File: config.mk
export PLATFORM = sky130hd
export DESIGN_NAME = segdac_switch_enc
export DESIGN_NICKNAME = d
export VERILOG_FILES = /design/src/rtl/segdac_pkg.sv /design/src/rtl/segdac_ctrl.sv /design/src/rtl/segdac_datapath.sv /design/src/rtl/segdac_switch_enc.sv
export SDC_FILE = /design/constraint.sdc
export NUM_CORES = 1
export LEC_CHECK = 0
export BUFFER_PORTS_ARGS = -buffer_cell sky130_fd_sc_hd__buf_2
export CORE_ASPECT_RATIO = 2
export CORE_MARGIN = 2
export CORE_UTILIZATION = 50
export CTS_CLUSTER_DIAMETER = 120
export CTS_CLUSTER_SIZE = 14
export DETAILED_ROUTE_END_ITERATION = 7
export PLACE_DENSITY = 0.72
export SLEW_MARGIN = 15
export SYNTH_ARGS = -nofsm -noshare
export SYNTH_HDL_FRONTEND = slang
export SYNTH_HIERARCHICAL = 1
export SYNTH_SLANG_ARGS = --single-unit
File: constraint.sdc
create_clock -name clk -period 2.55 [get_ports clk]
set_input_delay 0.51 -clock clk [delete_from_list [all_inputs] [get_ports clk]]
set_output_delay 0.51 -clock clk [all_outputs]
set_load 0.02 [all_outputs]
File: src/rtl/segdac_pkg.sv
package segdac_pkg;

  // strobes from control to datapath
  typedef struct packed {
    logic loadIn;   // capture the input word
    logic loadOut;  // launch decoded enables into the output flops
  } segStrobe_t;

  // ordinal of physical cell p in centre-out placement around centre c
  function automatic int symOrdinal(input int p, input int c);
    if (p == c) return 0;
    else if (p < c) return 2 * (c - p) - 1;
    else return 2 * (p - c);
  endfunction

endpackage

File: src/rtl/segdac_ctrl.sv
module segdac_ctrl (
  input  logic                   clk,
  input  logic                   rst,
  input  logic                   inValid,
  output segdac_pkg::segStrobe_t strobe,
  output logic                   outValid
);
  logic stage1Valid;
  logic stage2Valid;

  always_ff @(posedge clk) begin
    if (rst) begin
      stage1Valid <= 1'b0;
      stage2Valid <= 1'b0;
    end else begin
      stage1Valid <= inValid;
      stage2Valid <= stage1Valid;
    end
  end

  always_comb begin
    strobe.loadIn  = inValid;
    strobe.loadOut = stage1Valid;
  end

  assign outValid = stage2Valid;


  valid_pipe_chk: assert property (@(posedge clk) disable iff (rst)
    $past(inValid, 2) |-> outValid);


  invalid_pipe_chk: assert property (@(posedge clk) disable iff (rst)
    !$past(inValid, 2) |-> !outValid);

endmodule

File: src/rtl/segdac_datapath.sv
module segdac_datapath #(
  parameter int MSB_W = 4,
  parameter int LSB_W = 4,
  localparam int NU   = (1 << MSB_W) - 1,
  localparam int CTR  = (1 << (MSB_W - 1)) - 1
) (
  input  logic                   clk,
  input  logic                   rst,
  input  segdac_pkg::segStrobe_t strobe,
  input  logic [MSB_W+LSB_W-1:0] inCode,
  input  logic                   symMode,
  output logic [NU-1:0]          unitEn,
  output logic [LSB_W-1:0]       binEn,
  output logic [NU-1:0]          nextUnit
);
  logic [MSB_W-1:0] msbQ;
  logic [LSB_W-1:0] lsbQ;
  logic             modeQ;

  // input register
  always_ff @(posedge clk) begin
    if (rst) begin
      msbQ  <= '0;
      lsbQ  <= '0;
      modeQ <= 1'b0;
    end else if (strobe.loadIn) begin
      msbQ  <= inCode[MSB_W+LSB_W-1:LSB_W];
      lsbQ  <= inCode[LSB_W-1:0];
      modeQ <= symMode;
    end
  end

  // thermometer by ordinal and one-hot of the first off ordinal
  logic [NU-1:0] thermOrd;
  logic [NU-1:0] nextOrd;
  for (genvar j = 0; j < NU; j++) begin : g_ord
    assign thermOrd[j] = int'(msbQ) > j;
    assign nextOrd[j]  = int'(msbQ) == j;
  end

  // ordinal-to-physical placement
  logic [NU-1:0] unitD;
  logic [NU-1:0] nextD;
  for (genvar p = 0; p < NU; p++) begin : g_place
    localparam int SO = segdac_pkg::symOrdinal(p, CTR);
    assign unitD[p] = modeQ ? thermOrd[SO] : thermOrd[p];
    assign nextD[p] = modeQ ? nextOrd[SO]  : nextOrd[p];
  end

  // common-edge output register, one flop per enable
  always_ff @(posedge clk) begin
    if (rst) begin
      unitEn   <= '0;
      binEn    <= '0;
      nextUnit <= '0;
    end else if (strobe.loadOut) begin
      unitEn   <= unitD;
      binEn    <= lsbQ;
      nextUnit <= nextD;
    end
  end


  unit_count_chk: assert property (@(posedge clk) disable iff (rst)
    $past(strobe.loadOut) |-> $countones(unitEn) == int'($past(msbQ)));


  bin_pass_chk: assert property (@(posedge clk) disable iff (rst)
    $past(strobe.loadOut) |-> binEn == $past(lsbQ));


  hold_chk: assert property (@(posedge clk) disable iff (rst)
    !$past(strobe.loadOut) |-> ($stable(unitEn) && $stable(binEn) && $stable(nextUnit)));


  next_onehot_chk: assert property (@(posedge clk) disable iff (rst)
    $onehot0(nextUnit));


  next_off_chk: assert property (@(posedge clk) disable iff (rst)
    (nextUnit & unitEn) == '0);


  next_full_chk: assert property (@(posedge clk) disable iff (rst)
    $past(strobe.loadOut) |-> ((nextUnit == '0) == (unitEn == {NU{1'b1}})));

endmodule

File: src/rtl/segdac_switch_enc.sv
module segdac_switch_enc #(
  parameter int MSB_W = 4,
  parameter int LSB_W = 4,
  localparam int NU   = (1 << MSB_W) - 1
) (
  input  logic                   clk,
  input  logic                   rst,
  input  logic                   inValid,
  input  logic [MSB_W+LSB_W-1:0] inCode,
  input  logic                   symMode,
  output logic                   outValid,
  output logic [NU-1:0]          unitEn,
  output logic [LSB_W-1:0]       binEn,
  output logic [NU-1:0]          nextUnit
);
  segdac_pkg::segStrobe_t strobe;

  initial begin
    param_chk: assert (MSB_W >= 2 && MSB_W <= 6 && LSB_W >= 1);
  end

  segdac_ctrl u_ctrl (
    .clk      (clk),
    .rst      (rst),
    .inValid  (inValid),
    .strobe   (strobe),
    .outValid (outValid)
  );

  segdac_datapath #(.MSB_W(MSB_W), .LSB_W(LSB_W)) u_dp (
    .clk      (clk),
    .rst      (rst),
    .strobe   (strobe),
    .inCode   (inCode),
    .symMode  (symMode),
    .unitEn   (unitEn),
    .binEn    (binEn),
    .nextUnit (nextUnit)
  );

endmodule

# After elaboration in Yosys (flattened, before gate mapping)
# Index checks and enable logic that the tools add are counted.
# classes
order_cmp,15
eq_ne,14
muxes,28
reduce_logical,1
# ops
op,count
== test 4 bit (second input constant),8
greater-than comparator 4 bit (second input constant),7
two-way mux 1 bit,28
== test 4 x 3 -> 1 bit (second input constant),4
greater-than comparator 4 x 3 -> 1 bit (second input constant),4
== test 4 x 2 -> 1 bit (second input constant),2
greater-than comparator 4 x 1 -> 1 bit (second input constant),2
greater-than comparator 4 x 2 -> 1 bit (second input constant),2
logical NOT 4 bit,1
# totals
ff_bits,45
inputBits,12
output_inout_bits,35
word_cells,66

# Depth between registers and ports, before layout
# Gate-level depths: netlist (run 1).
# logic_depth
depth_word,2
depth_mapped,5
mapped_depth_nobuf,3

# By module
# The synthesis (run 1) kept the hierarchy.
# modules_own_cells
mod,n_inst,cells_each,area_per_inst_um2,seq_area_each_um2
segdac_datapath,1,232,2118.3,860.8
segdac_ctrl,1,6,67.6,40.0

# Worst setup path after synthesis (run 1)
# No wires, ideal clock.
# synth_path
path_kind,input -> register
startpoint,in inValid
endpoint,reg u_dp.lsbQ[3]
setup_time_ps,128
t_arrival_ps,1047
required_ps,2422
slack_ps,1376
path_stages,4
path_buffers,2
path_cell_list,buf_4 buf_2 mux2i_1 nor2_1
# synth_lines
element,line,source
start: declaration,segdac_switch_enc.sv:8,"input logic inValid,"
end signal: assignment,segdac_datapath.sv:28,lsbQ <= inCode[LSB_W-1:0];
end: declaration,segdac_datapath.sv:17,logic [LSB_W-1:0] lsbQ;

# Final worst setup path (run 1)
# layout_path
startpoint,reg u_dp.msbQ[2]
endpoint,reg u_dp.unitEn[14]
# layout_via
elab_chain_cells,1
# layout_lines
element,line,source
start: declaration,segdac_datapath.sv:16,logic [MSB_W-1:0] msbQ;
start signal: assignment,segdac_datapath.sv:27,msbQ <= inCode[MSB_W+LSB_W-1:LSB_W];
greater-than comparator 4 bit,segdac_datapath.sv:37,assign thermOrd[j] = int'(msbQ) > j;
end signal: assignment,segdac_datapath.sv:57,unitEn <= unitD;
end: declaration,segdac_datapath.sv:12,"output logic [NU-1:0] unitEn,"
# No other way between the ends.
# A chain may end at the register's enable or synchronous reset.

==> flow_summary_export.csv, run 1 <==
group,metric,value,unit
yosys,synth-seq-cells,45,
route,ant_nets,0,
global_route,antenna_found_initial,0,
status,status,"completed",
yosys,yosys_warnings,6,
global_route,grt_max_degree,34,
yosys,synth_fp_nets,250,
layout,fill_cells,427,
route,avgViaCountPerCell,5.54,
placement,port_buffers,46,
cts,hold_buffers,0,
flow_run,max_cap_viol_count,0,
placement,dp_hpwl,2.93,mm
layout,diodes,0,
yosys,synth-edff-count,0,
cts,h-tree-depth,2,
hold_path,min_path_type,"input pin to flop",
setup_path,criticalPathCategory,"flop to flop",
sta,fin_ws,0.892,ns
sta,max_freq,603,MHz
route,wirelength,4.42,mm
cts,clk_latency,0.30,ns
setup_path,cp_data_arrival_time,1.88,ns
layout,area_growth,11.7,%
sta,slew_headroom,0.410,
setup_path,start_kind,"flop",
floorplanning,rows,34,
sta,hold_slack,0.439,ns
cts,post_cts_resized,0,
global_route,grt_use_total,0.192,
sta,rsz0062_at_grt,"no",
layout,drive_gt1_frac,0.284,
floorplanning,start_util,0.514,
global_route,first_global_vias,1670,
sta,worstMarginPinSlew,0.884,ns
yosys,async_flop_share,0,
route,dr.pass1.iters,4,
hold_path,min_delay_path_depth,3,
cts,cts.sinks,45,
sta,skew,0.0104,ns
yosys,ys_types,54,
yosys,ys_seq_area_frac,0.412,
global_route,overflow,0,
cts,cts_buffer_depth,2,
yosys,syn-cell-area,2190,sq um
yosys,synth_flop_cell,"dfxtp_1",
cts,root_buffer,"clkbuf_8",
power_and_ir_drop,total_leakage_power,0.00108,uW
floorplanning,die_w,50.8,um
cts,tritoncts,"done",
sta,setup_tns,0,ns
power_and_ir_drop,power_density,569,nW/um^2
power_and_ir_drop,ir_drop,0.444,mV
cts,clk_pin_slew,0.09,ns
layout,fin_nets,282,
cts,postCtsSetupRepairBufs,0,
setup_path,required,2.78,ns
floorplanning,fp.dieH,97.5,um
floorplanning,io_pins,47,
setup_path,path_max_fanout,28,
sta,slew_viol_final,0,
sta,hold_viol_final,0,
cts,cts_buffers,5,
floorplanning,die_area,4950,sq um
yosys,synth_cells,238,
route,avgRoutedWirePerCell,13.6,um
power_and_ir_drop,total_power,1390,uW
placement,gp_congestion,0.799,
sta,fin_crit,1.66,ns
setup_path,reg2reg_depth,3,
route,drtIter0Drc,39,
sta,timing.final.setup_violations,0,
floorplanning,core_area,4250,sq um
sta,period_share,0.650,
yosys,avgSynthCellArea,9.18,sq um
route,num_vias,1799,
route,drc,0,
setup_path,crit_path_end_kind,"flop",
global_route,grt_pass1_wl,7.57,mm
placement,pre_cts_slack,0.907,ns
per-layer routing:
metal | share of wire | GRT usage | up-vias
met4 | 0.013 | 0.0686 | 0
li1 | - | - | 911
met2 | 0.49 | 0.318 | 45
met1 | 0.45 | 0.240 | 837
met3 | 0.045 | 0.0400 | 6
met5 | 0 | 0 | -
path summary, 6_finish.rpt:
kind                                              startpoint                           end  slack [ns]
worst max-delay path               u_dp/msbQ[2]$_SDFFE_PP0P_  u_dp/unitEn[14]$_SDFFE_PP0P_        0.89
worst max register to register     u_dp/msbQ[2]$_SDFFE_PP0P_  u_dp/unitEn[14]$_SDFFE_PP0P_        0.89
worst min-delay path                               inCode[0]     u_dp/lsbQ[0]$_SDFFE_PP0P_        0.44
worst min register to register  u_dp/unitEn[14]$_SDFFE_PP0P_  u_dp/unitEn[14]$_SDFFE_PP0P_        0.47
cells in the final DEF, fill, tap and decap left out, types with 5 or more instances in the layout:
| cell | Yosys | layout |
|---|---|---|
| buf_2 | 12 | 46 |
| a21oi_1 | 16 | 16 |
| nand2_1 | 21 | 21 |
| nor2b_1 | 7 | 7 |
| nor2_1 | 20 | 20 |
| o211ai_1 | 5 | 5 |
| dfxtp_1 | 45 | 45 |
| mux2i_1 | 13 | 13 |
| nand3_1 | 6 | 6 |
| buf_4 | 9 | 9 |
| clkbuf_8 | 0 | 5 |
| o21ai_0 | 7 | 7 |
flip-flops by register name, summed over array words and instances (netlist names):
register            cells
u_dp/unitEn            15
u_dp/binEn              4
u_dp/modeQ              1
u_dp/msbQ               4
u_ctrl/outValid         1
u_dp/lsbQ               4
u_ctrl/stage1Valid      1
u_dp/nextUnit          15
worst max-delay path: stages (launching register included):
cell and delay, ns:
dfxtp_1 0.91, and2_1 0.38, nand4_1 0.13, a21oi_1 0.15
per-stage QoR:
stage                     instances  instance area, sq um   util
after floorplan                 238                  2190      -
after global placement          317                  2350  0.552
after detailed placement        317                  2350  0.552
after CTS                       325                  2440  0.574
after global routing            325                  2440  0.574
final                           325                  2440  0.574
report_power, final:
group	internal (uW)	switching [uW]	total, uW
registers	726	29.9	756
clock network	200	256	456
logic	73.2	104	178
total	999	390	1390
Yosys cell counts, types with 2 or more instances:
cell / instances / area share
nor4_1: 2 / 0.0057
a21o_1: 2 / 0.0069
nor3b_2: 2 / 0.011
and3b_1: 4 / 0.016
nor2_1: 20 / 0.034
o21ai_1: 2 / 0.0046
a41o_1: 2 / 0.0092
and4bb_2: 4 / 0.023
nor2b_1: 7 / 0.020
inv_1: 3 / 0.0052
a21oi_1: 16 / 0.037
a31oi_1: 3 / 0.0086
buf_6: 4 / 0.021
clkbuf_1: 4 / 0.0069
a211oi_1: 4 / 0.014
nor3b_1: 2 / 0.0069
a32oi_1: 2 / 0.0080
mux2i_1: 13 / 0.060
nand4_1: 4 / 0.011
o21a_1: 2 / 0.0069
and4b_1: 2 / 0.0092
o211ai_1: 5 / 0.017
and3_1: 3 / 0.0086
nand3_1: 6 / 0.014
buf_2: 12 / 0.027
buf_4: 9 / 0.031
nand2_1: 21 / 0.036
nor3_1: 2 / 0.0046
o21ai_0: 7 / 0.016
dfxtp_1: 45 / 0.41
cell type report:
cell class | count | area (sq um) | share of cell area
clock buffer | 5 | 68.8 | 0.0282
clock inverter | 3 | 25.0 | 0.0102
inverter | 3 | 11.3 | 0.00461
multi-input combinational | 160 | 1070 | 0.439
sequential | 45 | 901 | 0.369
tap | 54 | 67.6 | 0.0277
timing repair buffer | 55 | 298 | 0.122
cells by family after synthesis:
| logic type | Yosys count | share of synthesized area |
|---|---|---|
| DFF | 45 | 0.412 |
| muxes | 13 | 0.0595 |
| xor gates and xnor gates | 2 | 0.00802 |
| buffers and inverters | 33 | 0.0979 |
| and+or+nand+nor | 86 | 0.237 |
| AOI/OAI and AO/OA | 59 | 0.185 |
No activity file was read; power rests on OpenSTA's default activity.
==> run 2: changes to the inputs <==
--- a/config.mk
+++ b/config.mk
@@ -8,11 +8,11 @@
 export BUFFER_PORTS_ARGS = -buffer_cell sky130_fd_sc_hd__buf_2
 export CORE_ASPECT_RATIO = 2
 export CORE_MARGIN = 2
-export CORE_UTILIZATION = 50
+export CORE_UTILIZATION = 48
 export CTS_CLUSTER_DIAMETER = 120
 export CTS_CLUSTER_SIZE = 14
 export DETAILED_ROUTE_END_ITERATION = 7
-export PLACE_DENSITY = 0.72
+export PLACE_DENSITY = 0.73
 export SLEW_MARGIN = 15
 export SYNTH_ARGS = -nofsm -noshare
 export SYNTH_HDL_FRONTEND = slang
==> constraint.sdc (replaced) <==
create_clock -name clk -period 1.5 [get_ports clk]
set_input_delay 0.3 -clock clk [delete_from_list [all_inputs] [get_ports clk]]
set_output_delay 0.3 -clock clk [all_outputs]
set_load 0.02 [all_outputs]
==> flow_summary_export.csv, run 2 (synthesis gave the netlist of run 1 again) <==
group,metric,value,unit
power_and_ir_drop,switching_share,0.250,
cts,root_buffer,"clkbuf_8",
cts,clk_pin_slew,0.08,ns
placement,placedInstanceArea,2410,sq um
cts,post_cts_resized,0,
route,num_vias,1804,
global_route,grt_max_degree,36,
route,drtIter0Drc,33,
power_and_ir_drop,clkPwrFrac,0.371,
route,avgViaCountPerCell,5.50,
setup_path,crit_path_end_kind,"flop",
sta,slew_viol_final,0,
cts,cts_buffers,5,
setup_path,criticalPathCategory,"flop to flop",
power_and_ir_drop,p_int,1920,uW
cts,hold_buffers,0,
global_route,grt_use_total,0.186,
sta,fin_crit,1.26,ns
power_and_ir_drop,seqPwrFrac,0.492,
route,drc,0,
setup_path,start_kind,"flop",
route,avgRoutedWirePerCell,13.8,um
route,drt-met1-wl,1.97,mm
floorplanning,die_area,5140,sq um
sta,skew,0.00822,ns
layout,final_cell_mix,"buf_2, dfxtp_1, nand2_1",
setup_path,worstSetupEndpoint,"u_dp/nextUnit[4]$_SDFFE_PP0P_",
placement,port_buffers,46,
route,routed.top_layer,"met4",
cts,cts.sinks,45,
floorplanning,io_pins,47,
setup_path,path_max_fanout,16,
sta,worstMarginPinSlew,0.439,ns
layout,reg_top3,"u_dp/nextUnit: 15 flops, u_dp/unitEn: 15 flops",
setup_path,required,1.74,ns
layout,drive_gt1_frac,0.292,
placement,gp_congestion,0.800,
route,met2WireLength,2.28,mm
cts,postCtsSetupRepairBufs,0,
sta,setup_tns,0,ns
setup_path,timing.rr.start,"u_dp/modeQ$_SDFFE_PP0P_",
setup_path,crit_start,"u_dp/modeQ$_SDFFE_PP0P_",
floorplanning,die_w,51.7,um
layout,fin_nets,285,
flow_run,max_cap_viol_count,0,
layout,fill_cells,414,
sta,period_share,0.843,
route,dr.pass1.iters,4,
layout,fin_util,0.577,
sta,timing.final.setup_violations,0,
setup_path,reg2reg_to,"u_dp/nextUnit[4]$_SDFFE_PP0P_",
layout,final_area,2530,sq um
power_and_ir_drop,total_leakage_power,0.00111,uW
layout,area_growth,15.7,%
status,status,"completed",
layout,finalNonFillerCells,328,
global_route,first_global_vias,1664,
sta,rsz0062_at_grt,"no",
setup_path,reg2reg_depth,4,
sta,fin_ws,0.236,ns
cts,cts_buffer_depth,2,
cts,tritoncts,"done",
power_and_ir_drop,switchingPower,640,uW
global_route,grt_pass1_wl,7.42,mm
cts,clk_latency,0.30,ns
placement,pre_cts_slack,0.276,ns
power_and_ir_drop,ir_drop,1.05,mV
power_and_ir_drop,power_density,1010,nW/um^2
floorplanning,fp.dieH,99.4,um
setup_path,rrSetupSlack,0.24,ns
power_and_ir_drop,comb_power_share,0.137,
global_route,overflow,0,
layout,final_common_cell,"buf_2",
route,met3_wirelength,164,um
floorplanning,start_util,0.499,
setup_path,cp_data_arrival_time,1.51,ns
placement,dp_hpwl,3.09,mm
sta,max_freq,791,MHz
hold_path,min_path_type,"input pin to flop",
route,ant_nets,0,
sta,hold_viol_final,0,
placement,dpl.cell_count,320,
cts,h-tree-depth,2,
layout,diodes,0,
sta,slew_headroom,0.707,
floorplanning,rows,34,
global_route,antenna_found_initial,0,
route,wirelength,4.52,mm
floorplanning,core_area,4380,sq um
## run 2: cell types whose count changed in the layout (fill, tap and decap cells not counted)
cell,previous run,this run
clkbuf_8,5,6
buf_12,0,3
inv_6,2,0
bufinv_16,0,1
## run 2: layer usage
layer,track usage,up-vias
met5,0,-
met4,0.0911,0
met3,0.0375,8
met2,0.301,40
met1,0.230,843
li1,-,913
## run 2: how the worst min path moves through the flow
stage / start / end / slack [ns] / cells past startpoint
5_1_grt: inCode[5] / u_dp/msbQ[1]$_SDFFE_PP0P_ / 0.24 / 3
3_5_place_dp: u_dp/nextUnit[8]$_SDFFE_PP0P_ / u_dp/nextUnit[8]$_SDFFE_PP0P_ / 0.45 / 2
4_1_cts: inCode[5] / u_dp/msbQ[1]$_SDFFE_PP0P_ / 0.23 / 3
3_3_place_gp: u_dp/nextUnit[7]$_SDFFE_PP0P_ / u_dp/nextUnit[7]$_SDFFE_PP0P_ / 0.45 / 2
2_1_floorplan: rst / u_ctrl/outValid$_SDFF_PP0_ / 0.37 / 1
6_report: inCode[3] / u_dp/lsbQ[3]$_SDFFE_PP0P_ / 0.23 / 3
## run 2: power by group through the flow
stage	Clock, uW	Sequential [uW]	Combinational (uW)
2_1_floorplan	0	1310	245
3_3_place_gp	0	1280	344
3_5_place_dp	0	1290	351
4_1_cts	985	1260	353
5_1_grt	1020	1260	383
6_report	949	1260	351
## run 2: layout make-up
class	count	area, sq um	share of cell area
Multi-Input combinational cell	160	1070	0.424
Sequential cell	45	901	0.356
Inverter	3	11.3	0.00445
Clock inverter	2	37.5	0.0148
Tap cell	54	67.6	0.0267
Timing Repair Buffer	58	358	0.142
Clock buffer	6	82.6	0.0327
## run 2: metrics by stage
| step | total power (uW) | hold WS (ns) |
|---|---|---|
| final | 2560 | 0.234 |
| after detailed placement | 1640 | 0.452 |
| after CTS | 2600 | 0.227 |
| after floorplan | 1560 | 0.372 |
| after global placement | 1630 | 0.448 |
| after global routing | 2660 | 0.237 |
## run 2: critical path, stage by stage (launching register included)
cell     delay, ns
dfxtp_1       0.32
buf_4         0.19
xor2_1        0.19
nor4_1        0.36
o21a_1        0.16
==> run 3: changes to the inputs <==
--- a/config.mk
+++ b/config.mk
@@ -8,11 +8,11 @@
 export BUFFER_PORTS_ARGS = -buffer_cell sky130_fd_sc_hd__buf_2
 export CORE_ASPECT_RATIO = 2
 export CORE_MARGIN = 2
-export CORE_UTILIZATION = 48
+export CORE_UTILIZATION = 50
 export CTS_CLUSTER_DIAMETER = 120
 export CTS_CLUSTER_SIZE = 14
 export DETAILED_ROUTE_END_ITERATION = 7
-export PLACE_DENSITY = 0.73
+export PLACE_DENSITY = 0.72
 export SLEW_MARGIN = 15
 export SYNTH_ARGS = -nofsm -noshare
 export SYNTH_HDL_FRONTEND = slang
==> constraint.sdc (replaced) <==
create_clock -name clk -period 1.21 [get_ports clk]
set_input_delay 0.242 -clock clk [delete_from_list [all_inputs] [get_ports clk]]
set_output_delay 0.242 -clock clk [all_outputs]
set_load 0.02 [all_outputs]
==> flow_summary_export.csv, run 3 (synthesis gave the netlist of run 1 again) <==
group,metric,value,unit
status,violations,"negative setup slack",
power_and_ir_drop,power_density,1100,nW/um^2
sta,fin_crit,1.21,ns
floorplanning,core_area,4250,sq um
route,avgViaCountPerCell,5.72,
setup_path,path_max_fanout,16,
cts,cts.sinks,45,
power_and_ir_drop,seqPwrFrac,0.513,
layout,area_growth,27.8,%
global_route,first_global_vias,1709,
layout,final_common_cell,"buf_2",
global_route,grt_use_total,0.206,
global_route,grt_max_degree,35,
sta,hold_viol_final,0,
sta,worstMarginPinSlew,0.292,ns
hold_path,min_delay_path_depth,3,
cts,clk_latency,0.30,ns
cts,clk_pin_slew,0.09,ns
layout,diodes,0,
setup_path,timing.rr.start,"u_dp/msbQ[2]$_SDFFE_PP0P_",
floorplanning,fp.dieH,97.5,um
sta,timing.final.setup_violations,1,
layout,fill_cells,364,
hold_path,min_path_type,"input pin to flop",
sta,period_share,1.00,
sta,skew,0.00343,ns
power_and_ir_drop,ir_drop,0.970,mV
sta,rsz0062_at_grt,"yes",
route,ant_nets,0,
sta,slew_viol_final,0,
hold_path,worst_hold_path.endpoint,"u_dp/lsbQ[3]$_SDFFE_PP0P_",
placement,dp_hpwl,3.10,mm
sta,max_freq,824,MHz
route,met3_wirelength,265,um
route,num_vias,1957,
cts,cts_buffers,5,
route,dr.pass1.iters,5,
placement,pre_cts_slack,-0.0144,ns
placement,gp_congestion,0.797,
global_route,antenna_found_initial,0,
route,drc,0,
global_route,grt_pass1_wl,8.00,mm
floorplanning,start_util,0.514,
cts,root_buffer,"clkbuf_8",
status,status,"finished, violations left",
power_and_ir_drop,switchingPower,857,uW
layout,final_area,2790,sq um
route,drtIter0Drc,132,
setup_path,start_kind,"flop",
flow_run,max_cap_viol_count,0,
route,drt-met1-wl,2.18,mm
route,avgRoutedWirePerCell,15.7,um
placement,port_buffers,46,
power_and_ir_drop,p_int,2200,uW
power_and_ir_drop,switching_share,0.280,
power_and_ir_drop,clkPwrFrac,0.307,
setup_path,crit_path_end_kind,"flop",
route,wirelength,5.37,mm
cts,h-tree-depth,2,
setup_path,cp_data_arrival_time,1.45,ns
sta,fin_ws,-0.00356,ns
global_route,overflow,0,
sta,slew_headroom,0.805,
layout,reg_top3,"u_dp/nextUnit: 15 flops, u_dp/unitEn: 15 flops",
route,routed.top_layer,"met4",
setup_path,criticalPathCategory,"flop to flop",
setup_path,rrSetupSlack,-0.004,ns
setup_path,reg2reg_depth,4,
floorplanning,rows,34,
setup_path,required,1.45,ns
floorplanning,die_area,4950,sq um
floorplanning,die_w,50.8,um
route,met2WireLength,2.82,mm
power_and_ir_drop,total_leakage_power,0.00123,uW
placement,placedInstanceArea,2490,sq um
cts,hold_buffers,0,
hold_path,hold_path_startpoint,"inCode[3]",
layout,final_cell_mix,"buf_2, dfxtp_1, nand2_1",
setup_path,reg2reg_to,"u_dp/nextUnit[7]$_SDFFE_PP0P_",
cts,tritoncts,"done",
cts,cts_buffer_depth,2,
layout,drive_gt1_frac,0.372,
layout,fin_nets,299,
floorplanning,io_pins,47,
power_and_ir_drop,comb_power_share,0.180,
run 3: cell count changes in the layout (fill, tap and decap cells not counted), moves of 2 or more:
cell       delta
dfxtp_1       -6
buf_6         +2
buf_4         +3
buf_12        +4
dfxtp_4       +3
clkbuf_16     +4
dfxtp_2       +3
nor2b_1       -2
run 3: worst max path at each step:
stage / to / startpoint
6_report: u_dp/nextUnit[7]$_SDFFE_PP0P_ / u_dp/msbQ[2]$_SDFFE_PP0P_
5_1_grt: u_dp/nextUnit[7]$_SDFFE_PP0P_ / u_dp/msbQ[2]$_SDFFE_PP0P_
4_1_cts: u_dp/unitEn[8]$_SDFFE_PP0P_ / u_dp/msbQ[0]$_SDFFE_PP0P_
3_5_place_dp: u_dp/nextUnit[6]$_SDFFE_PP0P_ / u_dp/modeQ$_SDFFE_PP0P_
3_3_place_gp: u_dp/unitEn[8]$_SDFFE_PP0P_ / u_ctrl/stage1Valid$_SDFF_PP0_
2_1_floorplan: u_dp/unitEn[2]$_SDFFE_PP0P_ / u_dp/msbQ[3]$_SDFFE_PP0P_
run 3: critical path: stages (launching register included):
cell,delay [ns]
dfxtp_4,0.38
clkbuf_16,0.18
nor4b_2,0.33
o21ai_1,0.13
a21oi_1,0.15
run 3: layout make-up:
class                           instances  area (sq um)  share of cell area
Multi-Input combinational cell        160          1100               0.393
Sequential cell                        45           916               0.328
Timing Repair Buffer                   72           611               0.219
Clock buffer                            5          68.8              0.0246
Tap cell                               54          67.6              0.0242
Clock inverter                          3          21.3             0.00762
Inverter                                3          11.3             0.00403
run 3: metrics by stage:
| stage | hold slack (ns) | instances | power (uW) | TNS (ns) | util |
|---|---|---|---|---|---|
| final | 0.173 | 342 | 3060 | -0.00356 | 0.656 |
| after global routing | 0.208 | 342 | 3210 | -0.172 | 0.656 |
| after CTS | 0.169 | 335 | 3020 | -0.00603 | 0.615 |
| after detailed placement | 0.452 | 326 | 2060 | -0.0144 | 0.586 |
| after global placement | 0.448 | 326 | 2050 | 0 | 0.586 |
| after floorplan | 0.314 | 238 | 1930 | 0 | - |
run 3: timing repair:
| item | in CTS | in global routing |
|---|---|---|
| pin swaps | 1 | 4 |
| setup endpoints to repair | 2 | 18 |
| gates cloned | 1 | 4 |
| gates resized for setup | 4 | 18 |
| buffers inserted | 0 | 3 |
run 3: per-layer routing:
layer,track usage,vias up
met5,0,-
met4,0.0811,0
met3,0.0308,14
met2,0.334,79
met1,0.269,919
li1,-,945
run 3: power groups by stage:
stage                     clock network (uW)  logic (uW)  registers (uW)
after floorplan                            0         303            1630
after global placement                     0         454            1590
after detailed placement                   0         464            1600
after CTS                                970         481            1560
after global routing                    1040         592            1580
final                                    939         550            1570
